==> config.mk <==
export PLATFORM = sky130hd
export DESIGN_NAME = thermtrip_monitor
export DESIGN_NICKNAME = d
export VERILOG_FILES = /design/src/rtl/thermtrip_pkg.sv /design/src/rtl/thermtrip_cfg.sv /design/src/rtl/thermtrip_cmp.sv /design/src/rtl/thermtrip_status.sv /design/src/rtl/thermtrip_monitor.sv
export SDC_FILE = /design/constraint.sdc
export NUM_CORES = 1
export LEC_CHECK = 0
export ABC_AREA = 1
export ABC_CLOCK_PERIOD_IN_PS = 2650
export CELL_PAD_IN_SITES_DETAIL_PLACEMENT = 1
export CELL_PAD_IN_SITES_GLOBAL_PLACEMENT = 1
export CORE_UTILIZATION = 35
export DETAILED_ROUTE_END_ITERATION = 12
export PLACE_DENSITY_LB_ADDON = 0.15
export SLEW_MARGIN = 10
export SYNTH_ARGS = -nofsm -noshare
export SYNTH_HDL_FRONTEND = slang
export SYNTH_SLANG_ARGS = --single-unit
==> constraint.sdc <==
create_clock -name clk -period 2.65 [get_ports clk]
set_input_delay 0.265 -clock clk [delete_from_list [all_inputs] [get_ports clk]]
set_output_delay 0.265 -clock clk [all_outputs]
set_load 0.1 [all_outputs]
==> src/rtl/thermtrip_pkg.sv <==
package thermtrip_pkg;

    localparam int STAT_W = 6;

    localparam int ST_HOT   = 0;
    localparam int ST_COLD  = 1;
    localparam int ST_UPPER = 2;
    localparam int ST_LOWER = 3;
    localparam int ST_RSVD  = 4;
    localparam int ST_HOT_B = 5;

    localparam logic [2:0] ADR_STAT  = 3'd0;
    localparam logic [2:0] ADR_EN    = 3'd1;
    localparam logic [2:0] ADR_HOTA  = 3'd2;
    localparam logic [2:0] ADR_HOTB  = 3'd3;
    localparam logic [2:0] ADR_COLD  = 3'd4;
    localparam logic [2:0] ADR_UPPER = 3'd5;
    localparam logic [2:0] ADR_LOWER = 3'd6;

    localparam int NUM_LANES = 4;

endpackage

==> src/rtl/thermtrip_cfg.sv <==
module thermtrip_cfg
    import thermtrip_pkg::*;
#(
    parameter int CODE_W = 12,
    parameter int DATA_W = 32,
    parameter int ADDR_W = 3
) (
    input  logic              clk,
    input  logic              rst_n,
    input  logic              wr_en,
    input  logic [ADDR_W-1:0] wr_addr,
    input  logic [DATA_W-1:0] wr_data,
    output logic [STAT_W-1:0] en_o,
    output logic [CODE_W-1:0] hota_o,
    output logic [CODE_W-1:0] hotb_o,
    output logic [CODE_W-1:0] cold_o,
    output logic [CODE_W-1:0] upper_o,
    output logic [CODE_W-1:0] lower_o
);

    typedef struct packed {
        logic [STAT_W-1:0] en;
        logic [CODE_W-1:0] hota;
        logic [CODE_W-1:0] hotb;
        logic [CODE_W-1:0] cold;
        logic [CODE_W-1:0] upper;
        logic [CODE_W-1:0] lower;
    } cfg_t;

    localparam logic [CODE_W-1:0] LIM_TOP = '1;
    localparam logic [CODE_W-1:0] LIM_BOT = '0;

    cfg_t cfg_d, cfg_q;

    always_comb begin
        cfg_d = cfg_q;
        if (wr_en) begin
            case (wr_addr)
                ADDR_W'(ADR_EN):    cfg_d.en    = wr_data[STAT_W-1:0];
                ADDR_W'(ADR_HOTA):  cfg_d.hota  = wr_data[CODE_W-1:0];
                ADDR_W'(ADR_HOTB):  cfg_d.hotb  = wr_data[CODE_W-1:0];
                ADDR_W'(ADR_COLD):  cfg_d.cold  = wr_data[CODE_W-1:0];
                ADDR_W'(ADR_UPPER): cfg_d.upper = wr_data[CODE_W-1:0];
                ADDR_W'(ADR_LOWER): cfg_d.lower = wr_data[CODE_W-1:0];
                default: ;
            endcase
        end
    end

    always_ff @(posedge clk or negedge rst_n) begin
        if (!rst_n) begin
            cfg_q.en    <= '0;
            cfg_q.hota  <= LIM_TOP;
            cfg_q.hotb  <= LIM_TOP;
            cfg_q.cold  <= LIM_BOT;
            cfg_q.upper <= LIM_TOP;
            cfg_q.lower <= LIM_BOT;
        end else begin
            cfg_q <= cfg_d;
        end
    end

    assign en_o    = cfg_q.en;
    assign hota_o  = cfg_q.hota;
    assign hotb_o  = cfg_q.hotb;
    assign cold_o  = cfg_q.cold;
    assign upper_o = cfg_q.upper;
    assign lower_o = cfg_q.lower;


    cold_write_chk: assert property (@(posedge clk) disable iff (!rst_n)
        (wr_en && wr_addr == ADDR_W'(ADR_COLD)) |=> (cold_o == $past(wr_data[CODE_W-1:0])));


    spare_write_chk: assert property (@(posedge clk) disable iff (!rst_n)
        (wr_en && wr_addr == ADDR_W'(7)) |=> $stable(cfg_q));

endmodule

==> src/rtl/thermtrip_cmp.sv <==
module thermtrip_cmp
    import thermtrip_pkg::*;
#(
    parameter int CODE_W = 12
) (
    input  logic              vld_i,
    input  logic [CODE_W-1:0] code_i,
    input  logic [CODE_W-1:0] hota_i,
    input  logic [CODE_W-1:0] hotb_i,
    input  logic [CODE_W-1:0] cold_i,
    input  logic [CODE_W-1:0] upper_i,
    input  logic [CODE_W-1:0] lower_i,
    output logic [STAT_W-1:0] hit_o
);

    // lane order matches status bits 0..3; a 1 selects an above-limit test
    localparam logic [NUM_LANES-1:0] ABOVE = 4'b0101;

    logic [CODE_W-1:0]    hot_eff;
    logic [CODE_W-1:0]    lim [NUM_LANES];
    logic [NUM_LANES-1:0] trip;

    assign hot_eff = (hota_i > hotb_i) ? hota_i : hotb_i;

    assign lim[ST_HOT]   = hot_eff;
    assign lim[ST_COLD]  = cold_i;
    assign lim[ST_UPPER] = upper_i;
    assign lim[ST_LOWER] = lower_i;

    for (genvar g = 0; g < NUM_LANES; g++) begin : g_lane
        if (ABOVE[g]) begin : g_above
            assign trip[g] = vld_i && (code_i > lim[g]);
        end else begin : g_below
            assign trip[g] = vld_i && (code_i < lim[g]);
        end
    end

    always_comb begin
        hit_o           = '0;
        hit_o[ST_HOT]   = trip[ST_HOT];
        hit_o[ST_COLD]  = trip[ST_COLD];
        hit_o[ST_UPPER] = trip[ST_UPPER];
        hit_o[ST_LOWER] = trip[ST_LOWER];
        hit_o[ST_HOT_B] = trip[ST_HOT];
    end

endmodule

==> src/rtl/thermtrip_status.sv <==
module thermtrip_status
    import thermtrip_pkg::*;
(
    input  logic              clk,
    input  logic              rst_n,
    input  logic [STAT_W-1:0] set_i,
    input  logic [STAT_W-1:0] clr_i,
    input  logic [STAT_W-1:0] en_i,
    output logic [STAT_W-1:0] status_o,
    output logic              irq_o
);

    typedef struct packed {
        logic [STAT_W-1:0] stat;
    } st_t;

    st_t st_d, st_q;

    always_comb begin
        st_d               = st_q;
        st_d.stat          = (st_q.stat & ~clr_i) | set_i;
        st_d.stat[ST_RSVD] = 1'b0;
    end

    always_ff @(posedge clk or negedge rst_n) begin
        if (!rst_n) begin
            st_q <= '0;
        end else begin
            st_q <= st_d;
        end
    end

    assign status_o = st_q.stat;
    assign irq_o    = |(st_q.stat & en_i);


    set_wins_chk: assert property (@(posedge clk) disable iff (!rst_n)
        1'b1 |=> ((status_o & ($past(set_i) & ~(STAT_W'(1) << ST_RSVD))) ==
                  ($past(set_i) & ~(STAT_W'(1) << ST_RSVD))));


    sticky_chk: assert property (@(posedge clk) disable iff (!rst_n)
        1'b1 |=> ((status_o & ($past(status_o) & ~$past(clr_i))) ==
                  ($past(status_o) & ~$past(clr_i))));


    irq_src_chk: assert property (@(posedge clk) disable iff (!rst_n)
        irq_o |-> (status_o != '0));

endmodule

==> src/rtl/thermtrip_monitor.sv <==
module thermtrip_monitor
    import thermtrip_pkg::*;
#(
    parameter int CODE_W = 12,
    parameter int DATA_W = 32,
    parameter int ADDR_W = 3
) (
    input  logic              clk,
    input  logic              rst_n,
    input  logic              samp_vld,
    input  logic [CODE_W-1:0] samp_code,
    input  logic              wr_en,
    input  logic [ADDR_W-1:0] wr_addr,
    input  logic [DATA_W-1:0] wr_data,
    input  logic [ADDR_W-1:0] rd_addr,
    output logic [DATA_W-1:0] rd_data,
    output logic [STAT_W-1:0] status,
    output logic              irq
);

    logic [STAT_W-1:0] en;
    logic [CODE_W-1:0] hota, hotb, cold, upper, lower;
    logic [STAT_W-1:0] hit;
    logic [STAT_W-1:0] clr;

    thermtrip_cfg #(
        .CODE_W (CODE_W),
        .DATA_W (DATA_W),
        .ADDR_W (ADDR_W)
    ) i_cfg (
        .clk     (clk),
        .rst_n   (rst_n),
        .wr_en   (wr_en),
        .wr_addr (wr_addr),
        .wr_data (wr_data),
        .en_o    (en),
        .hota_o  (hota),
        .hotb_o  (hotb),
        .cold_o  (cold),
        .upper_o (upper),
        .lower_o (lower)
    );

    thermtrip_cmp #(
        .CODE_W (CODE_W)
    ) i_cmp (
        .vld_i   (samp_vld),
        .code_i  (samp_code),
        .hota_i  (hota),
        .hotb_i  (hotb),
        .cold_i  (cold),
        .upper_i (upper),
        .lower_i (lower),
        .hit_o   (hit)
    );

    assign clr = (wr_en && wr_addr == ADDR_W'(ADR_STAT)) ? wr_data[STAT_W-1:0] : '0;

    thermtrip_status i_status (
        .clk      (clk),
        .rst_n    (rst_n),
        .set_i    (hit),
        .clr_i    (clr),
        .en_i     (en),
        .status_o (status),
        .irq_o    (irq)
    );

    always_comb begin
        rd_data = '0;
        case (rd_addr)
            ADDR_W'(ADR_STAT):  rd_data = DATA_W'(status);
            ADDR_W'(ADR_EN):    rd_data = DATA_W'(en);
            ADDR_W'(ADR_HOTA):  rd_data = DATA_W'(hota);
            ADDR_W'(ADR_HOTB):  rd_data = DATA_W'(hotb);
            ADDR_W'(ADR_COLD):  rd_data = DATA_W'(cold);
            ADDR_W'(ADR_UPPER): rd_data = DATA_W'(upper);
            ADDR_W'(ADR_LOWER): rd_data = DATA_W'(lower);
            default:            rd_data = '0;
        endcase
    end


    hot_pair_chk: assert property (@(posedge clk) disable iff (!rst_n)
        (samp_vld && samp_code > hota && samp_code > hotb) |=> (status[ST_HOT] && status[ST_HOT_B]));


    cold_set_chk: assert property (@(posedge clk) disable iff (!rst_n)
        (samp_vld && samp_code < cold) |=> status[ST_COLD]);


    no_spurious_chk: assert property (@(posedge clk) disable iff (!rst_n)
        !samp_vld |=> ((status & ~$past(status)) == '0));


    rsvd_zero_chk: assert property (@(posedge clk) disable iff (!rst_n)
        1'b1 |=> !status[ST_RSVD]);

endmodule

==> impl_metrics.csv <==
group,metric,value,unit
final_layout,layout_commonest_cell,"nand2_1",
yosys,synth.area.top_cells,"dfstp_2, dfrtp_1, ha_1, nand2_1, inv_1",
sta,finalWorstSetupSlack,-0.124,ns
global_routing,antenna_found_initial,0,
final_layout,nNetsFinal,846,
setup_path,crit_path_frequent_cell,"nand2_2",
setup_path,critical_path_class,"reg -> reg",
clock_tree,clkLatencyLatePin,0.35,ns
routing,antenna_left,0,
clock_tree,root_buffer,"clkbuf_16",
final_layout,fillers,1676,
clock_tree,htreeDepth,3,
routing,first_pass_iters,4,
clock_tree,cts_sinks,71,
floorplan,core-area,0.0139,sq mm
pwr,irDropWorstVdd,0.365,mV
yosys,synth.largest_area_cell,"dfstp_2",
routing,drt_drc_violations_left,0,
sta,finalHoldViolCount,0,
clock_tree,cts_tree,"done",
clock_tree,clk_pin_slew,0.06,ns
sta,clock-skew-final,0.00628,ns
floorplan,die_h,122,microns
sta,relSlewSlack,44.6,%
clock_tree,cts_buffers,9,
sta,rsz0062_at_grt,"yes",
clock_tree,cts_max_path_buffers,2,
setup_path,cp_cell_sequence,"inv_2, ha_4, nand4_1, nor3_2, nand2_2, buf_6, buf_6, nand3_2, nand2_2, ha_4, nand2_1, nor2_2, nand2_2, nand2_2, inv_2, nand2_2, nand2_1",
setup_path,slowest_stage,"dfstp_2",
sta,fmax,0.361,GHz
setup_path,crit_fanout,5,
place,gp_congestion,0.861,
yosys,synth-seq-area-share,36.3,%
final_layout,final_cell_mix,"nand2_1, inv_1, o21ai_0, ha_1, dfstp_2",
sta,setup_viol,2,
flow_run,drv_cap,0,
routing,dr.first_iter.drc_count,197,
run_status,outcome,"finished with violations",
yosys,synthCells,659,
place,hpwlAfterDp,12000,microns
global_routing,grt_pass1_wl,24500,microns
routing,wl_per_cell,16.8,microns
sta,fin_crit,2.77,ns
final_layout,antenna_cells,0,
pwr,power.density,836,mW/mm^2
floorplan,num_rows,43,
final_layout,syn_to_final_growth,31.2,%
run_status,violations,"negative setup slack",
yosys,ys_seq_elements,71,
global_routing,grt_usage,22.0,%
sta,slew_viol_final,0,
pwr,p_leak,3.12,nW
global_routing,grt_pass1_vias,4764,
routing,via_per_inst,5.00,
place,port_buffers,51,
sta,finalCritPeriodShare,105,%
floorplan,ios,93,
floorplan,dieWidth,122,microns
global_routing,grt-ovfl-total,0,
yosys,yosysTopAreaCellShare,18.8,%
sta,worst_pin_slew,0.829,ns
setup_path,startpoint_type,"flip-flop",
yosys,synth_area,0.00502,sq mm
routing,drt_wl_total,15400,microns
yosys,yosys_warnings,0,
hold_path,min_path_type,"in -> async",
setup_path,rr_worst_depth,17,
setup_path,crit_path_end_kind,"flip-flop",
final_layout,final_core_util,47.3,%
yosys,synth.distinct_cells,32,
global_routing,grt_max_degree,29,
final_layout,layout-drive-gt1-share,24.1,%
setup_path,cp.required,2.89,ns
yosys,avgSynthCellArea,7.62,sq um
floorplan,die_area,0.0148,sq mm
sta,hold_ws,0.446,ns
setup_path,cp_slowest_stage_delay,0.53,ns
setup_path,cp.arrival,3.01,ns
routing,num_vias,4594,
floorplan,start_util,36.0,%
==> synth_stat cells <==
| cell type | instances |
|---|---|
| nand2_1 | 178 |
| inv_1 | 95 |
| o21ai_0 | 71 |
| ha_1 | 58 |
| dfstp_2 | 36 |
| dfrtp_1 | 35 |
| a21oi_1 | 27 |
| nand3_1 | 26 |
| buf_4 | 24 |
| nor2_1 | 24 |
| o22ai_1 | 18 |
| o21ai_1 | 12 |
| buf_2 | 7 |
| nand4_1 | 7 |
| clkbuf_1 | 6 |
| nand3_2 | 5 |
| inv_2 | 4 |
| o22ai_2 | 4 |
| nor2_2 | 3 |
| nor3_1 | 3 |
| a21boi_0 | 2 |
| buf_6 | 2 |
| o21a_1 | 2 |
| o21bai_1 | 2 |
| a21o_1 | 1 |
| a221oi_1 | 1 |
| and2_1 | 1 |
| conb_1 | 1 |
| nand2_2 | 1 |
| nand3_4 | 1 |
| nor2b_1 | 1 |
| o211ai_2 | 1 |
==> cell type report <==
type	instances	area [sq um]	share of cell area, %
flip-flops and latches	71	1820	27.7
clock inverters	7	119	1.80
clock buffers	9	225	3.42
multi-input cells	470	2950	44.8
inverters	99	372	5.64
repair buffers	83	872	13.2
well taps	180	225	3.42
==> logic make-up after synthesis <==
family / synth area share [%]
other: 0.0747
adder cells (fa/ha/maj): 14.4
AO/OA/AOI/OAI: 15.7
AND/OR/NAND/NOR: 21.0
flip-flops: 36.3
buffers and inverters: 12.6
==> worst max-delay path, delay by kind of cell, from the launching register on <==
family                   cells  cell delay, ns
adder cells (fa/ha/maj)      2            0.53
buffers and inverters        4            0.37
flip-flops                   1            0.53
AND/OR/NAND/NOR             11            1.21
==> layer usage <==
layer	vias to the layer above	routed length [microns]	global-route usage, %
met2	74	7380	36.1
met4	0	357	8.95
met5	-	0	0
met1	2243	7240	28.7
li1	2253	-	-
met3	24	437	3.32
==> registers in the layout, summed over array words and instances, names as in the netlist <==
register	cells
i_cfg.cold_o	12
i_cfg.en_o	6
i_cfg.hota_o	12
i_cfg.hotb_o	12
i_cfg.lower_o	12
i_cfg.upper_o	12
i_status.status_o	5
==> power by group <==
group / leakage [nW] / internal, mW / switching, mW / total, mW
Sequential: 0.801 / 1.36 / 0.144 / 1.51
Combinational: 2.15 / 0.980 / 1.60 / 2.58
Clock: 0.162 / 0.920 / 0.495 / 1.42
Total: 3.12 / 3.26 / 2.24 / 5.50
==> worst paths after layout <==
check,end,slack (ns),start
min in group clk,i_cfg.hotb_o[6]$_DFFE_PN1P_,0.48,i_cfg.hotb_o[6]$_DFFE_PN1P_
max in group asynchronous,i_cfg.hotb_o[1]$_DFFE_PN1P_,1.39,rst_n
hold reg to reg,i_cfg.hotb_o[6]$_DFFE_PN1P_,0.48,i_cfg.hotb_o[6]$_DFFE_PN1P_
setup reg to reg,i_status.status_o[5]$_DFF_PN0_,-0.12,i_cfg.hotb_o[7]$_DFFE_PN1P_
setup / recovery,i_status.status_o[5]$_DFF_PN0_,-0.12,i_cfg.hotb_o[7]$_DFFE_PN1P_
hold / removal,i_cfg.lower_o[7]$_DFFE_PN0P_,0.45,rst_n
==> timing repair <==
action                                  in CTS  in global routing
gates cloned                                 1                  0
endpoints found under the setup margin       2                  2
endpoints found under the hold margin       13                  0
pin swaps                                   14                 32
hold buffers                                 1                  0
buffers inserted                             2                  2
resized for setup                           26                 41
==> per-stage QoR <==
| step | TNS (ns) | setup WS [ns] | instances | power, mW | cell area, sq um |
|---|---|---|---|---|---|
| 4_1_cts | -0.101 | -0.0533 | 917 | 5.26 | 6360 |
| 6_report | -0.244 | -0.124 | 919 | 5.50 | 6590 |
| 3_5_place_dp | -0.499 | -0.252 | 897 | 3.70 | 5870 |
| 5_1_grt | -0.532 | -0.266 | 919 | 5.86 | 6590 |
| 3_3_place_gp | -0.442 | -0.221 | 897 | 3.62 | 5870 |
| 2_1_floorplan | 0 | 0.173 | 679 | 3.00 | 5100 |
Power figures use the tool's default switching activity.
